### src/rtl/simd_fault_pkg.sv
package simd_fault_pkg;
  localparam int unsigned FLT_W = 7;
  localparam int unsigned B_UD  = 0;
  localparam int unsigned B_NM  = 1;
  localparam int unsigned B_GP  = 2;
  localparam int unsigned B_SS  = 3;
  localparam int unsigned B_I13 = 4;
  localparam int unsigned B_PF  = 5;
  localparam int unsigned B_XM  = 6;

  // priority rungs, index 0 is the highest
  localparam int unsigned RUNGS = 5;
  localparam int unsigned RG_CFG = 0;
  localparam int unsigned RG_DEV = 1;
  localparam int unsigned RG_OPD = 2;
  localparam int unsigned RG_PG  = 3;
  localparam int unsigned RG_NUM = 4;

  typedef enum logic [1:0] {
    MODE_REAL = 2'b00,
    MODE_V86  = 2'b01,
    MODE_PROT = 2'b10,
    MODE_PRT2 = 2'b11
  } cpu_mode_e;

  localparam logic [2:0] SEG_STACK = 3'd2;
endpackage

### src/rtl/sfg_ctl_check.sv
module sfg_ctl_check (
  input  logic em,
  input  logic ts,
  input  logic osfxsr,
  input  logic osxmm,
  input  logic feat,
  input  logic num_unmasked,
  output logic cfg_bad,
  output logic dev_na,
  output logic num_req,
  output logic num_as_xm
);
  always_comb begin
    cfg_bad   = em | ~osfxsr | ~feat;
    dev_na    = ts;
    num_req   = num_unmasked;
    num_as_xm = osxmm;
  end
endmodule

### src/rtl/sfg_mem_check.sv
module sfg_mem_check
  import simd_fault_pkg::*;
#(
  parameter int unsigned AW        = 32,
  parameter int unsigned ALIGN_LG2 = 4,
  parameter int unsigned RM_TOP    = 32'h0000_FFFF
) (
  input  logic [1:0]    mode,
  input  logic          mem_src,
  input  logic [AW-1:0] ea,
  input  logic [2:0]    seg,
  input  logic          lim_viol,
  input  logic          pf_hit,
  output logic          opd_req,
  output logic [FLT_W-1:0] opd_oh,
  output logic          pg_req
);
  localparam int unsigned SPAN = (1 << ALIGN_LG2) - 1;

  logic          misal;
  logic [AW:0]   ea_end;
  logic          rm_over;
  logic          prot;

  generate
    if (ALIGN_LG2 == 0) begin : g_noalign
      assign misal = 1'b0;
    end else begin : g_align
      assign misal = |ea[ALIGN_LG2-1:0];
    end
  endgenerate

  always_comb begin
    prot    = mode[1];
    ea_end  = {1'b0, ea} + (AW+1)'(SPAN);
    rm_over = ea_end > (AW+1)'(RM_TOP);
    opd_oh  = '0;
    if (mem_src) begin
      if (prot) begin
        if (misal)                             opd_oh[B_GP]  = 1'b1;
        else if (lim_viol && seg == SEG_STACK) opd_oh[B_SS]  = 1'b1;
        else if (lim_viol)                     opd_oh[B_GP]  = 1'b1;
      end else begin
        if (misal || rm_over)                  opd_oh[B_I13] = 1'b1;
      end
    end
    opd_req = |opd_oh;
    pg_req  = mem_src & pf_hit & (mode != MODE_REAL);
  end
endmodule

### src/rtl/sfg_prio.sv
module sfg_prio #(
  parameter int unsigned N = 5
) (
  input  logic [N-1:0] req,
  output logic [N-1:0] gnt
);
  always_comb begin
    gnt = '0;
    for (int i = N - 1; i >= 0; i--) begin
      if (req[i]) gnt = '0;
      if (req[i]) gnt[i] = 1'b1;
    end
  end
endmodule

### src/rtl/simd_fault_gate.sv
module simd_fault_gate
  import simd_fault_pkg::*;
#(
  parameter int unsigned AW        = 32,
  parameter int unsigned ECW       = 16,
  parameter int unsigned ALIGN_LG2 = 4,
  parameter int unsigned RM_TOP    = 32'h0000_FFFF
) (
  input  logic             clk,
  input  logic             rst,
  input  logic             eval_vld,
  input  logic [1:0]       cpu_mode,
  input  logic             ctl_em,
  input  logic             ctl_ts,
  input  logic             ctl_osfxsr,
  input  logic             ctl_osxmm,
  input  logic             feat_ok,
  input  logic             mem_src,
  input  logic [AW-1:0]    eff_addr,
  input  logic [2:0]       seg_code,
  input  logic             lim_viol,
  input  logic             pf_hit,
  input  logic [ECW-1:0]   pf_code,
  input  logic             num_unmasked,
  output logic             res_vld,
  output logic [FLT_W-1:0] fault_oh,
  output logic [ECW-1:0]   err_code,
  output logic             exec_ok
);
  logic cfg_bad, dev_na, num_req, num_as_xm;
  logic opd_req, pg_req;
  logic [FLT_W-1:0] opd_oh;
  logic [RUNGS-1:0] req, gnt;
  logic [FLT_W-1:0] nxt_oh;
  logic [ECW-1:0]   nxt_err;

  sfg_ctl_check u_ctl (
    .em(ctl_em), .ts(ctl_ts), .osfxsr(ctl_osfxsr), .osxmm(ctl_osxmm),
    .feat(feat_ok), .num_unmasked(num_unmasked),
    .cfg_bad(cfg_bad), .dev_na(dev_na), .num_req(num_req), .num_as_xm(num_as_xm)
  );

  sfg_mem_check #(.AW(AW), .ALIGN_LG2(ALIGN_LG2), .RM_TOP(RM_TOP)) u_mem (
    .mode(cpu_mode), .mem_src(mem_src), .ea(eff_addr), .seg(seg_code),
    .lim_viol(lim_viol), .pf_hit(pf_hit),
    .opd_req(opd_req), .opd_oh(opd_oh), .pg_req(pg_req)
  );

  always_comb begin
    req         = '0;
    req[RG_CFG] = cfg_bad;
    req[RG_DEV] = dev_na;
    req[RG_OPD] = opd_req;
    req[RG_PG]  = pg_req;
    req[RG_NUM] = num_req;
  end

  sfg_prio #(.N(RUNGS)) u_prio (.req(req), .gnt(gnt));

  always_comb begin
    nxt_oh  = '0;
    nxt_err = '0;
    if (gnt[RG_CFG]) nxt_oh[B_UD] = 1'b1;
    if (gnt[RG_DEV]) nxt_oh[B_NM] = 1'b1;
    if (gnt[RG_OPD]) nxt_oh = opd_oh;
    if (gnt[RG_PG]) begin
      nxt_oh[B_PF] = 1'b1;
      nxt_err      = pf_code;
    end
    if (gnt[RG_NUM]) begin
      if (num_as_xm) nxt_oh[B_XM] = 1'b1;
      else           nxt_oh[B_UD] = 1'b1;
    end
  end

  always_ff @(posedge clk) begin
    if (rst) begin
      res_vld  <= 1'b0;
      fault_oh <= '0;
      err_code <= '0;
      exec_ok  <= 1'b0;
    end else begin
      res_vld  <= eval_vld;
      fault_oh <= eval_vld ? nxt_oh  : '0;
      err_code <= eval_vld ? nxt_err : '0;
      exec_ok  <= eval_vld & ~(|gnt);
    end
  end
endmodule

### config.mk
export PLATFORM = sky130hd
export DESIGN_NAME = simd_fault_gate
export DESIGN_NICKNAME = d
export VERILOG_FILES = /design/src/rtl/simd_fault_pkg.sv /design/src/rtl/sfg_ctl_check.sv /design/src/rtl/sfg_mem_check.sv /design/src/rtl/sfg_prio.sv /design/src/rtl/simd_fault_gate.sv
export SDC_FILE = /design/constraint.sdc
export NUM_CORES = 1
export LEC_CHECK = 0
export BUFFER_PORTS_ARGS = -buffer_cell sky130_fd_sc_hd__buf_2
export CAP_MARGIN = 20
export CELL_PAD_IN_SITES_DETAIL_PLACEMENT = 1
export CELL_PAD_IN_SITES_GLOBAL_PLACEMENT = 1
export CORE_MARGIN = 3
export CORE_UTILIZATION = 34
export CTS_BUF_LIST = sky130_fd_sc_hd__clkbuf_4 sky130_fd_sc_hd__clkbuf_8
export CTS_CLUSTER_DIAMETER = 100
export DETAILED_ROUTE_END_ITERATION = 16
export GPL_ROUTABILITY_DRIVEN = 0
export PLACE_DENSITY = 0.95
export SYNTH_ARGS = -nofsm -noshare
export SYNTH_HDL_FRONTEND = slang
export SYNTH_SLANG_ARGS = --single-unit
### constraint.sdc
create_clock -name clk -period 6.15 [get_ports clk]
set_input_delay 0.9225 -clock clk [delete_from_list [all_inputs] [get_ports clk]]
set_output_delay 0.9225 -clock clk [all_outputs]
set_load 0.03 [all_outputs]
* After elaboration in Yosys (flattened, before gate mapping)
Index checks and enable logic that the tools add are counted.
W data, S select, Z words.
** Cells by class
- Add/sub/neg operators :: 1
- $lt $le $gt $ge :: 1
- Equal/unequal tests :: 1
- Muxes and demuxes :: 26
- Bitwise gates (word level) :: 11
- Reductions and logical operators :: 10
** Operators with widths (count)
- $add A32 B4 Y33 const B :: 1
- $gt A33 B16 Y1 const B :: 1
- $mux W1 :: 20
- $mux W5 :: 4
- $reduce_or A3 Y1 :: 4
- $not A1 Y1 :: 6
- $reduce_or A5 Y1 :: 1
- $reduce_or A4 Y1 :: 1
- $and A1 B1 Y1 :: 3
- $eq A3 B2 Y1 const B :: 1
- $mux W3 :: 1
- $mux W2 :: 1
- $or A1 B1 Y1 :: 2
- $reduce_bool A2 Y1 :: 1
- $reduce_or A2 Y1 :: 1
- $logic_and A1 B1 Y1 :: 1
- $logic_or A1 B1 Y1 :: 1
** Storage, ports and cells
- Bits in registers :: 25
- Input bits :: 65
- Word-level logic and storage cells :: 56

* Depth between registers and ports, before layout
- Word-level depth :: 17
- Mapped depth :: 10
- Mapped depth without buffers :: 9

* Hierarchy
A second synthesis with hierarchy kept.
** Second synthesis, totals
- Cell total of the unflattened synthesis :: 160
- Area, all modules :: 1426.4 µm²
** Modules (own cells, without submodules)
- simd_fault_gate :: times used 1, cells each 60, area each 745.7 µm², seq. area each 500.5 µm²
- sfg_mem_check :: times used 1, cells each 90, area each 593.1 µm², seq. area each 0.0 µm²
- sfg_prio :: times used 1, cells each 6, area each 57.6 µm², seq. area each 0.0 µm²
- sfg_ctl_check :: times used 1, cells each 4, area each 30.0 µm², seq. area each 0.0 µm²

* Worst setup path before layout
OpenSTA, ideal clock, no wires.
- Path kind :: input-to-reg
- Start point :: input port eff_addr[0]
- End point :: register err_code[0]
- Setup time :: 0.142 ns
- Data arrival time :: 3.103 ns
- Data required time :: 6.008 ns
- Slack :: 2.905 ns
- Stages on the path :: 10
- Buffers on the path :: 1
- Path through :: inv_1 ha_1 nor3b_1 o21ai_0 o32a_1 a2111oi_0 mux2i_1 nand4_4 buf_6 a211oi_2
** Between the ends
- Word-level cells in the longest chain between the ends :: 12
- Elaborated cells on any way between the ends :: 16
** RTL lines
- start: declaration :: RTL line simd_fault_gate.sv:19 : input logic [AW-1:0] eff_addr,
- $add A32 B4 Y33 :: RTL line sfg_mem_check.sv:35 : ea_end = {1'b0, ea} + (AW+1)'(SPAN);
- $gt A33 B16 Y1 :: RTL line sfg_mem_check.sv:36 : rm_over = ea_end > (AW+1)'(RM_TOP);
- $logic_or A1 B1 Y1 :: RTL line sfg_mem_check.sv:44 : if (misal || rm_over) opd_oh[B_I13] = 1'b1;
- $mux W1 :: RTL line sfg_mem_check.sv:44
- $mux W1 :: RTL line sfg_mem_check.sv:39 : if (prot) begin
- $mux W3 (*) :: RTL line sfg_mem_check.sv:38 : if (mem_src) begin
- $reduce_or A3 Y1 (*) :: RTL line sfg_mem_check.sv:47 : opd_req = |opd_oh;
- $mux W5 (*) (3 in series) :: RTL line sfg_prio.sv:10 : if (req[i]) gnt = '0;
- $not A1 Y1 (no source line) (*)
- $reduce_or A3 Y1 (no source line) (*)
- end signal: assignment :: RTL line simd_fault_gate.sv:85 : err_code <= eval_vld ? nxt_err : '0;
- end: declaration :: RTL line simd_fault_gate.sv:27 : output logic [ECW-1:0] err_code,
Every way passes the cells marked *; elsewhere a longest branch is shown, timed or not.
A chain may end at the register's enable or synchronous reset.

* Worst setup path in the final report
- Start point :: input port eff_addr[0]
- End point :: register err_code[10]
The elaborated chain is that of the path after synthesis.

==> results.json <==
{
  "grt_start_max_net_pins": 21,
  "p_comb_share_pct": 19.9,
  "postCtsSetupRepairBufs": 0,
  "drv_cap": 0,
  "cts_resized": 0,
  "grt_usage_pct": 20.0,
  "path_clk_slew_ns": 0.08,
  "port_buffers": 89,
  "maxSlewHeadroom_pct": 44.5,
  "fp-row-count": 24,
  "setup_tns_ns": 0,
  "postSynthAreaPerCell_um2": 8.30,
  "htree_levels": 1,
  "leakagePower_nw": 0.975,
  "clkPwrFrac_pct": 30.8,
  "grt_pass1_wl_um": 8750,
  "synth_cells": 193,
  "route.detailed.drc": 0,
  "wl_per_cell_um": 16.6,
  "fin_crit_ns": 3.68,
  "final.setup.worst_slack_ns": 2.47,
  "startpoint": "eff_addr[0]",
  "dieArea_mm2": 0.00557,
  "synth-edff-count": 0,
  "syn_nets": 259,
  "post-place-ws_ns": 2.20,
  "drt_wl_total_um": 5530,
  "final_common_cell": "buf_2",
  "maxSlewViolCount": 0,
  "pwr-share-seq_pct": 49.4,
  "vdd_ir_drop_max_v": 0.0000873,
  "antenna_found_initial": 0,
  "antenna_cells": 0,
  "grt-ovfl-total": 0,
  "die_y_um": 74.6,
  "async_reset_ff_share_pct": 0,
  "ys_ff_latch": 25,
  "status": "completed",
  "vias_per_cell": 5.59,
  "cts_root_buf": "clkbuf_8",
  "area_growth_pct": 33.9,
  "tritoncts": "done",
  "synth_cell_types": 46,
  "ctsHoldBuffers": 0,
  "total_power_uw": 330,
  "p_sw_uw": 88.8,
  "cp-start-kind": "input pin",
  "numCtsBuffers": 3,
  "powerDensity_mw_per_mm2": 154,
  "grt_pass1_vias": 1836,
  "power.internal_uw": 241,
  "worst_setup_path_end_kind": "register",
  "drive_gt1_share_pct": 39.4,
  "core_mm2": 0.00444,
  "syn_area_mm2": 0.00160,
  "nets": 349,
  "required_ns": 6.32,
  "start_util_pct": 36.0,
  "setup_viol": 0,
  "rsz0062_at_grt": "no",
  "drtPass1Iterations": 4,
  "vias": 1868,
  "synthFlopType": "dfxtp_1",
  "ant_nets": 0,
  "fin_crit_sh_pct": 59.8,
  "worst_pin_slew_ns": 0.831,
  "cp.arrival_ns": 3.85,
  "clock_sinks": 25,
  "max_freq_mhz": 272,
  "hold_violations": 0,
  "worstSetupPathType": "in -> reg",
  "ys_seq_area_share_pct": 31.3,
  "critPathMaxFanout": 19,
  "final.fill_count": 587,
  "layout_common_cells": "89 x buf_2, 25 x dfxtp_1, 22 x inv_1",
  "dpl.hpwl_um": 4390,
  "p_sw_share_pct": 26.9,
  "dieWidth_um": 74.6,
  "drt_iter0_markers": 73,
  "hp-class": "in -> reg",
  "top_level_ports": 90,
  "yosys_warnings": 0,
  "cts_buffer_depth": 2,
  "crit_end": "err_code[10]"
}
-- critical path, stage by stage --
cell and delay, ns:
buf_2 0.13, inv_1 0.06, ha_1 0.17, nor3b_1 0.69, o21ai_0 0.32, nor4b_1 0.29
o311ai_0 0.17, mux2i_1 0.35, nand4_4 0.38, a211oi_1 0.34
-- state kept, by name, summed over array words and instances (netlist names) --
name and cells:
exec_ok 1, res_vld 1, err_code 16, fault_oh 7
-- logic make-up (layout without fill, tap and decap cells) --
family                     Yosys count  in the layout  synth area share [%]
xor gates and xnor gates             3              3                  1.64
buffers and inverters               28            117                  7.11
and+or+nand+nor                     87             87                  33.1
DFF                                 25             25                  31.3
adders and majority gates            1              1                 0.781
muxes                                2              2                  1.25
AOI/OAI and AO/OA                   47             47                  24.8
-- how the worst min path moves through the flow --
stage | end | slack, ns | start | cells past startpoint
global route | err_code[6] | 0.87 | pf_code[6] | 3
finish | err_code[11] | 0.87 | pf_code[11] | 3
CTS | err_code[6] | 0.87 | pf_code[6] | 3
detailed placement | err_code[11] | 1.16 | pf_code[11] | 3
global placement | err_code[15] | 1.15 | pf_code[15] | 3
floorplan | err_code[10] | 1.04 | pf_code[10] | 2
-- per-layer routing --
| metal | routed length [um] | GRT usage [%] | vias up |
|---|---|---|---|
| met4 | 14 | 4.94 | 0 |
| met1 | 2320 | 24.8 | 915 |
| met2 | 2950 | 35.4 | 50 |
| li1 | - | - | 901 |
| met5 | 0 | 0 | - |
| met3 | 246 | 4.27 | 2 |
-- power groups by stage --
| stage | Combinational, mW | Clock, mW | Sequential [mW] |
|---|---|---|---|
| detailed placement | 0.0647 | 0 | 0.167 |
| global route | 0.0730 | 0.110 | 0.163 |
| floorplan | 0.0259 | 0 | 0.169 |
| finish | 0.0656 | 0.102 | 0.163 |
| CTS | 0.0655 | 0.103 | 0.163 |
| global placement | 0.0618 | 0 | 0.167 |
-- final cells by class --
class                   instances  area, um^2  share of cell area (%)
clock buffers                   4        48.8                    2.28
inverters                      22        82.6                    3.85
multi-input cells             140         987                    46.0
flip-flops and latches         25         500                    23.3
well taps                      52        65.1                    3.03
repair buffers                 91         460                    21.5
-- synth_stat cells (all sizes together), types with 3 or more instances --
master   number  area (um^2)
dfxtp        25          500
inv          22         82.6
a211oi       17          163
nand2        16         60.1
nor2         11         41.3
nand3        10         50.1
nand4         8         80.1
a21oi         7         35.0
nand2b        7         43.8
nor3b         6         50.1
nor3          5         25.0
nor4          5         37.5
a2111oi       4         53.8
clkbuf        4         15.0
o21ai         4         20.0
o31a          4         35.0
and3          3         18.8
and4          3         26.3
-- through the flow --
step,hold slack (ns),cells,cell area [um^2],utilization (%)
final,0.870,334,2140,48.3
after detailed placement,1.16,330,2100,47.2
after global routing,0.870,334,2140,48.3
after global placement,1.15,330,2100,47.2
after floorplan,1.04,193,1600,-
after CTS,0.870,334,2140,48.3
Power figures use the tool's default switching activity.
